--- src/rtl/sysreg_pkg.sv ---
package sysreg_pkg;
  localparam int DATA_W   = 32;
  localparam int NUM_W    = 3;
  localparam int CPL_W    = 2;
  localparam int NUM_CR   = 3;
  localparam int NUM_DR   = 6;
  localparam int SLOT_W   = $clog2(NUM_DR);

  localparam int DR_STAT_SLOT = 4;
  localparam int DR_CTRL_SLOT = 5;
  localparam int GD_BIT       = 13;

  localparam int CR0_PE = 0;
  localparam int CR0_NW = 29;
  localparam int CR0_CD = 30;
  localparam int CR0_PG = 31;

  localparam logic [DATA_W-1:0] STAT_ONES_MASK = 32'hFFFF_1FF0;
  localparam logic [DATA_W-1:0] CTRL_ZERO_MASK = 32'h0000_DC00;

  typedef enum logic { CLS_CTRL = 1'b0, CLS_DBG = 1'b1 } reg_class_e;
endpackage

--- src/rtl/sysreg_decode.sv ---
module sysreg_decode
  import sysreg_pkg::*;
(
  input  logic              vld,
  input  logic              wr,
  input  reg_class_e        cls,
  input  logic [NUM_W-1:0]  num,
  input  logic [CPL_W-1:0]  cpl,
  input  logic              gd_lock,
  input  logic              cr0_bad,
  output logic [SLOT_W-1:0] slot,
  output logic              gp,
  output logic              ud
);
  logic cr_exists;
  logic priv_bad;

  always_comb begin
    cr_exists = (num == 3'd0) || (num == 3'd2) || (num == 3'd3);
    priv_bad  = (cpl != '0);
    if (cls == CLS_CTRL) begin
      slot = (num == 3'd0) ? '0 : SLOT_W'(num - 3'd1);
    end else begin
      slot = (num >= 3'd6) ? SLOT_W'(num - 3'd2) : SLOT_W'(num);
    end
    ud = vld && !priv_bad && (cls == CLS_CTRL) && !cr_exists;
    gp = vld && (priv_bad
                 || ((cls == CLS_DBG) && gd_lock)
                 || ((cls == CLS_CTRL) && cr_exists && wr && (num == 3'd0) && cr0_bad));
  end
endmodule

--- src/rtl/sysreg_wr_filter.sv ---
module sysreg_wr_filter
  import sysreg_pkg::*;
(
  input  reg_class_e        cls,
  input  logic [SLOT_W-1:0] slot,
  input  logic [DATA_W-1:0] din,
  output logic [DATA_W-1:0] dout,
  output logic              cr0_bad
);
  always_comb begin
    cr0_bad = (din[CR0_PG] && !din[CR0_PE]) || (din[CR0_NW] && !din[CR0_CD]);
    dout    = din;
    if (cls == CLS_DBG) begin
      if (slot == SLOT_W'(DR_STAT_SLOT)) dout = din | STAT_ONES_MASK;
      else if (slot == SLOT_W'(DR_CTRL_SLOT)) dout = din & ~CTRL_ZERO_MASK;
    end
  end
endmodule

--- src/rtl/sysreg_access_unit.sv ---
module sysreg_access_unit
  import sysreg_pkg::*;
(
  input  logic              clk,
  input  logic              rst_n,
  input  logic              req_vld,
  input  logic              req_wr,
  input  logic              req_dbg,
  input  logic [NUM_W-1:0]  req_num,
  input  logic [CPL_W-1:0]  req_cpl,
  input  logic [DATA_W-1:0] wr_data,
  output logic [DATA_W-1:0] rd_data,
  output logic              flt_gp,
  output logic              flt_ud
);
  reg_class_e        cls;
  logic [SLOT_W-1:0] slot;
  logic [DATA_W-1:0] wdata_fix;
  logic              cr0_bad;
  logic              commit;
  logic [DATA_W-1:0] cr_q [NUM_CR];
  logic [DATA_W-1:0] dr_q [NUM_DR];

  assign cls = reg_class_e'(req_dbg);

  sysreg_wr_filter u_filt (
    .cls(cls), .slot(slot), .din(wr_data), .dout(wdata_fix), .cr0_bad(cr0_bad)
  );

  sysreg_decode u_dec (
    .vld(req_vld), .wr(req_wr), .cls(cls), .num(req_num), .cpl(req_cpl),
    .gd_lock(dr_q[DR_CTRL_SLOT][GD_BIT]), .cr0_bad(cr0_bad),
    .slot(slot), .gp(flt_gp), .ud(flt_ud)
  );

  assign commit = req_vld && req_wr && !flt_gp && !flt_ud;

  genvar gi;
  generate
    for (gi = 0; gi < NUM_CR; gi++) begin : g_cr
      logic en;
      assign en = commit && (cls == CLS_CTRL) && (slot == SLOT_W'(gi));
      always_ff @(posedge clk or negedge rst_n) begin
        if (!rst_n)  cr_q[gi] <= '0;
        else if (en) cr_q[gi] <= wdata_fix;
      end
    end
    for (gi = 0; gi < NUM_DR; gi++) begin : g_dr
      localparam logic [DATA_W-1:0] RST_V = (gi == DR_STAT_SLOT) ? STAT_ONES_MASK : '0;
      logic en;
      assign en = commit && (cls == CLS_DBG) && (slot == SLOT_W'(gi));
      always_ff @(posedge clk or negedge rst_n) begin
        if (!rst_n)  dr_q[gi] <= RST_V;
        else if (en) dr_q[gi] <= wdata_fix;
      end
    end
  endgenerate

  always_comb begin
    rd_data = '0;
    if (req_vld && !req_wr && !flt_gp && !flt_ud) begin
      if (cls == CLS_DBG) begin
        for (int i = 0; i < NUM_DR; i++) if (slot == SLOT_W'(i)) rd_data = dr_q[i];
      end else begin
        for (int i = 0; i < NUM_CR; i++) if (slot == SLOT_W'(i)) rd_data = cr_q[i];
      end
    end
  end


  priv_gp_chk: assert property (@(posedge clk) disable iff (!rst_n)
    (req_vld && req_cpl != '0) |-> (flt_gp && !flt_ud && rd_data == '0));

  fault_keeps_cr0_chk: assert property (@(posedge clk) disable iff (!rst_n)
    (flt_gp || flt_ud) |=> $stable(cr_q[0]));

  fault_excl_chk: assert property (@(posedge clk) disable iff (!rst_n)
    !(flt_gp && flt_ud));

  cr0_pg_pe_chk: assert property (@(posedge clk) disable iff (!rst_n)
    !(cr_q[0][CR0_PG] && !cr_q[0][CR0_PE]));

  cr0_nw_cd_chk: assert property (@(posedge clk) disable iff (!rst_n)
    !(cr_q[0][CR0_NW] && !cr_q[0][CR0_CD]));

  stat_ones_chk: assert property (@(posedge clk) disable iff (!rst_n)
    (dr_q[DR_STAT_SLOT] & STAT_ONES_MASK) == STAT_ONES_MASK);

  ctrl_zeros_chk: assert property (@(posedge clk) disable iff (!rst_n)
    (dr_q[DR_CTRL_SLOT] & CTRL_ZERO_MASK) == '0);

  idle_quiet_chk: assert property (@(posedge clk) disable iff (!rst_n)
    !req_vld |-> (!flt_gp && !flt_ud && rd_data == '0));
endmodule

--- config.mk ---
export PLATFORM = sky130hd
export DESIGN_NAME = sysreg_access_unit
export DESIGN_NICKNAME = d
export VERILOG_FILES = /design/src/rtl/sysreg_pkg.sv /design/src/rtl/sysreg_decode.sv /design/src/rtl/sysreg_wr_filter.sv /design/src/rtl/sysreg_access_unit.sv
export SDC_FILE = /design/constraint.sdc
export NUM_CORES = 1
export LEC_CHECK = 0
export BUFFER_PORTS_ARGS = -buffer_cell sky130_fd_sc_hd__buf_2
export CAP_MARGIN = 20
export CORE_MARGIN = 2
export CORE_UTILIZATION = 61
export CTS_CLUSTER_DIAMETER = 50
export DETAILED_ROUTE_END_ITERATION = 10
export PLACE_DENSITY = 0.87
export RECOVER_POWER = 50
export REMOVE_ABC_BUFFERS = 1
export SYNTH_ARGS = -nofsm -noshare
export SYNTH_HDL_FRONTEND = slang
export SYNTH_SLANG_ARGS = --single-unit
export TNS_END_PERCENT = 1
--- constraint.sdc ---
create_clock -name clk -period 2.55 [get_ports clk]
set_clock_uncertainty 0.2 [all_clocks]
set_input_delay 0.1275 -clock clk [delete_from_list [all_inputs] [get_ports clk]]
set_output_delay 0.1275 -clock clk [all_outputs]
set_load 0.02 [all_outputs]
## Word-level counts from Yosys, hierarchy flattened

Cells that the tools add are included.

- Multiplexer cells: 17
- $add $sub $neg: 2
- $lt $le $gt $ge: 1
- Eq/ne operators: 7
- Bitwise gates (word level): 1
- Reduce and logical (&&, ||, !) cells: 43

Operators with widths:

| cell | number |
|---|---|
| 32-bit two-way mux | 13 |
| 1-bit logical AND | 28 |
| 16-bit two-way mux | 1 |
| 3-bit by 2-bit equality test with 1-bit output (second input constant) | 4 |
| 3-bit two-way mux | 3 |
| 1-bit zero test | 7 |
| 3-bit equality test (second input constant) | 2 |
| 3-bit zero test | 2 |
| 1-bit logical OR | 5 |
| 3-bit by 1-bit equality test with 1-bit output (second input constant) | 1 |
| 3-bit >= comparator (second input constant) | 1 |
| 3-bit by 1-bit subtractor with 3-bit output (second input constant) | 1 |
| 3-bit by 2-bit subtractor with 3-bit output (second input constant) | 1 |
| 2-bit nonzero test | 1 |
| 1-bit NOT | 1 |

- Register bits after elaboration: 288
- Output and inout bits: 34

## Longest topological paths before layout

- Depth after elaboration: 14
- Depth in mapped cells: 12
- Mapped depth without buffers: 8

## Cells and area by module

From an unflattened synthesis, not the netlist that was laid out.

- Cell total of the unflattened synthesis: 1,031
- Area total of the unflattened synthesis: 13,782.0 um2

By module, submodules not included:

| module | cells an instance | area each (um2) | instances | sequential area each (um2) |
|---|---|---|---|---|
| sysreg_access_unit | 964 | 13,322.8 | 1 | 7,238.2 |
| sysreg_wr_filter | 40 | 280.3 | 1 | 0.0 |
| sysreg_decode | 27 | 178.9 | 1 | 0.0 |

## Worst setup path after synthesis

No wires, ideal clock.

- Path type: input to output
- Start: in req_num[2]
- End: out rd_data[0]
- Required time: 2,223 ps
- Cell stages on the path: 9
- Arrival time: 2,819 ps
- Slack: -597 ps
- Cell sequence: buf_2 > inv_1 > ha_1 > nand4bb_1 > o31ai_2 > a21boi_1 > clkbuf_1 > o221ai_1 > a2111oi_0

- Longest elaborated chain between the ends: 13
- Elaborated cells between the ends (all ways): 40
- Those cells by class: 2 x add/sub; 1 x order compare; 7 x eq/ne; 14 x mux; 16 x reduce/logical

RTL lines:

| item | RTL line | source |
|---|---|---|
| start, declared | sysreg_access_unit.sv:9 | `input logic [NUM_W-1:0] req_num,` |
| parallel branches: the longest is 12 deep, another holds 3-bit by 1-bit subtractor with 3-bit output | n/a |  |
| 32-bit two-way mux (*) | sysreg_access_unit.sv:61 | `if (req_vld && !req_wr && !flt_gp && !flt_ud) begin` |
| end, declared | sysreg_access_unit.sv:12 | `output logic [DATA_W-1:0] rd_data,` |

Every way passes the cells marked *.

## Worst setup path after layout

- Start: in req_num[1]
- End: out rd_data[18]

The elaborated chain is that of the path after synthesis.

==> results.toml <==
[run_status]
outcome = "finished, violations left"
violations = "setup timing"

[routing]
num_vias = 12800
ant_nets = 0
vias_per_cell = 7.48
drc = 0
wl_per_cell_um = 30.3
firstDrtPassIters = 9
drtIter0Drc = 2246
wirelength_mm = 51.7

[synth]
syn_area_per_cell_um2 = 10.5
ys_ff_latch = 288
yosys.area.top_type = "dfrtp_1"
synth_warnings = 0
synthCells = 1221
synth-edff-count = 0
synth.area.top_cells = "dfrtp_1, a21oi_1, dfstp_2"
synthArstFlopShare_pct = 100
synth_area_um2 = 12800
netlist-cell-type-count = 58
synth_top_area_share_pct = 51.4
yosysSeqAreaShare_pct = 56.5
synth_ff_type = "dfrtp_1"

[job]
drv_cap = 0

[worst_setup_path]
path_delay_family = "compound AO/OA/AOI/OAI gates"
cp.buffers_inverters = 4
worstPathRequired_ns = 2.22
endpoint_kind = "output pin"
crit_type = "input pin to output pin"
slowest_delay_ns = 0.42
cp_cell_sequence = "buf_2, buf_4, or3_1, a21oi_2, or2_4, buf_6, a221o_1, o221ai_2, a2111oi_4, buf_4"
arrival_ns = 2.69
critPathSlowestCell = "or3_1"
cp_max_fo = 14
cpMostUsedCell = "buf_4"
crit_path_start_kind = "input pin"
reg2reg_slack_ns = -0.13

[layout]
fin_nets = 1456
fin_util_pct = 81.8
most-common-layout-cells = "dfrtp_1, a21oi_1, nor2_1"
drive_gt1_share_pct = 31.9
final_common_cell = "dfrtp_1"
insertedDiodeCount = 0
instances_no_fill = 1704
synthToLayoutAreaGrowth_pct = 30.6
fill_cells = 931

[sta]
hold_viol_final = 0
timing.final.crit_share_pct = 118
finalWorstSetupSlack_ns = -0.464
period_needed_ns = 3.01
timing.final.setup_violations = 63
timing.hold.ws_ns = 0.103
final_max_slew_viol_count = 0
fmax_ghz = 0.332
rsz0062_at_grt = "true"
worst_slew_pin_slew_ns = 0.900
relSlewSlack_pct = 40.0

[placement]
gp_congestion = 0.902
numPortBuffers = 75
place_ws_ns = -0.372
hpwlAfterDp_mm = 24.5
dp_cells = 1598

[clock_network]
clk_path_buf_depth = 3
cts_buffers = 30
path_clk_slew_ns = 0.07
cts_tree = "done"
clock-sinks = 288
clk_latency_ns = 0.57
cts_root_buffer = "clkbuf_16"
htreeDepth = 1

[floorplan]
initial_core_util_pct = 62.7
die_h_um = 149
io_pins = 76
num_rows = 52
die_w_um = 149
core_area_um2 = 20400
dieArea_um2 = 22200

[global_routing]
use_met3_pct = 15.0
antenna_found_initial = 0
grtUsageTotal_pct = 44.4
grt.busiest_layer = "met2"
first_global_vias = 12600
use_met2_pct = 67.7
overflow = 0
grt_start_max_net_pins = 91
grt_first_pass_wirelength_mm = 74.7
grt_use_met1_pct = 54.4

[pwr]
finalPower_mw = 12.2
vdd.ir_drop.worst_mv = 0.673
p_per_area_nw_per_um2 = 729
leakagePower_nw = 7.59

[min_path]
min_path_type = "input pin to register"
routing by layer:
metal / share of wire [%] / vias to the layer above
met2: 43 / 1442
li1: - / 4790
met1: 32 / 5972
met4: 10 / 0
met3: 15 / 546
met5: 0 / -
sequential cells by signal, summed over array words and instances, names as in the netlist:
register / cells
dr_q: 192
cr_q: 96
stage by stage:
step                      setup TNS [ns]  area (um^2)
after CTS                          -2.84        16700
after global routing              -13.33        16700
after detailed placement          -14.72        14500
after floorplan                  -305.02        12300
final                              -9.14        16700
after global placement            -10.41        14500
layout make-up:
type	count	area [um^2]	share of cell area, %
clock inverters	13	109	0.651
multi-input cells	816	5690	34.0
well taps	270	338	2.02
inverters	15	56.3	0.337
flip-flops and latches	288	7240	43.3
repair buffers	261	2420	14.5
clock buffers	41	873	5.22
power by group:
part           internal [mW]  leakage (nW)  switching (mW)
clock                   2.51         0.492            1.98
sequential              5.24          3.77           0.485
combinational          0.768          3.33            1.21
worst paths after layout:
path | startpoint | endpoint | cells after the start
setup / recovery | req_num[1] | rd_data[18] | 10
min in group asynchronous | rst_n | dr_q[39] | 3
hold reg to reg | dr_q[124] | dr_q[124] | 2
max in group asynchronous | rst_n | cr_q[53] | 4
setup reg to reg | dr_q[13] | dr_q[80] | 8
hold / removal | req_vld | dr_q[94] | 5
cells by family after synthesis:
logic type,count (synthesis),synth area share [%]
buffers and inverters,117,4.12
XOR/XNOR,1,0.0684
AND/OR/NAND/NOR,341,11.8
adder cells (fa/ha/maj),2,0.195
AO/OA/AOI/OAI,426,23.0
multiplexers,46,4.21
flip-flops,288,56.5
Yosys cell counts (25+ instances only):
| master | number |
|---|---|
| dfrtp_1 | 263 |
| a21oi_1 | 164 |
| nor2_1 | 155 |
| nand2_1 | 117 |
| o21ai_0 | 98 |
| a221o_1 | 62 |
| clkbuf_1 | 55 |
| mux2_2 | 40 |
| buf_2 | 33 |
| o221ai_1 | 31 |
| a2111oi_2 | 29 |
| or2_2 | 26 |
| dfstp_2 | 25 |
worst register-to-register path: cells and delay by family, from the launching register on:
family,cells,cell delay (ns)
buffers and inverters,3,0.60
flip-flops,1,0.42
AO/OA/AOI/OAI,2,0.34
AND/OR/NAND/NOR,3,0.96
what timing repair did:
item	in CTS	in global routing
gates resized for setup	106	14
pin swaps	37	3
endpoints found under the hold margin	527	0
buffers inserted	8	7
gates cloned	1	0
hold buffers	36	0
endpoints found under the setup margin	33	44
No activity file was read; power rests on OpenSTA's default activity.
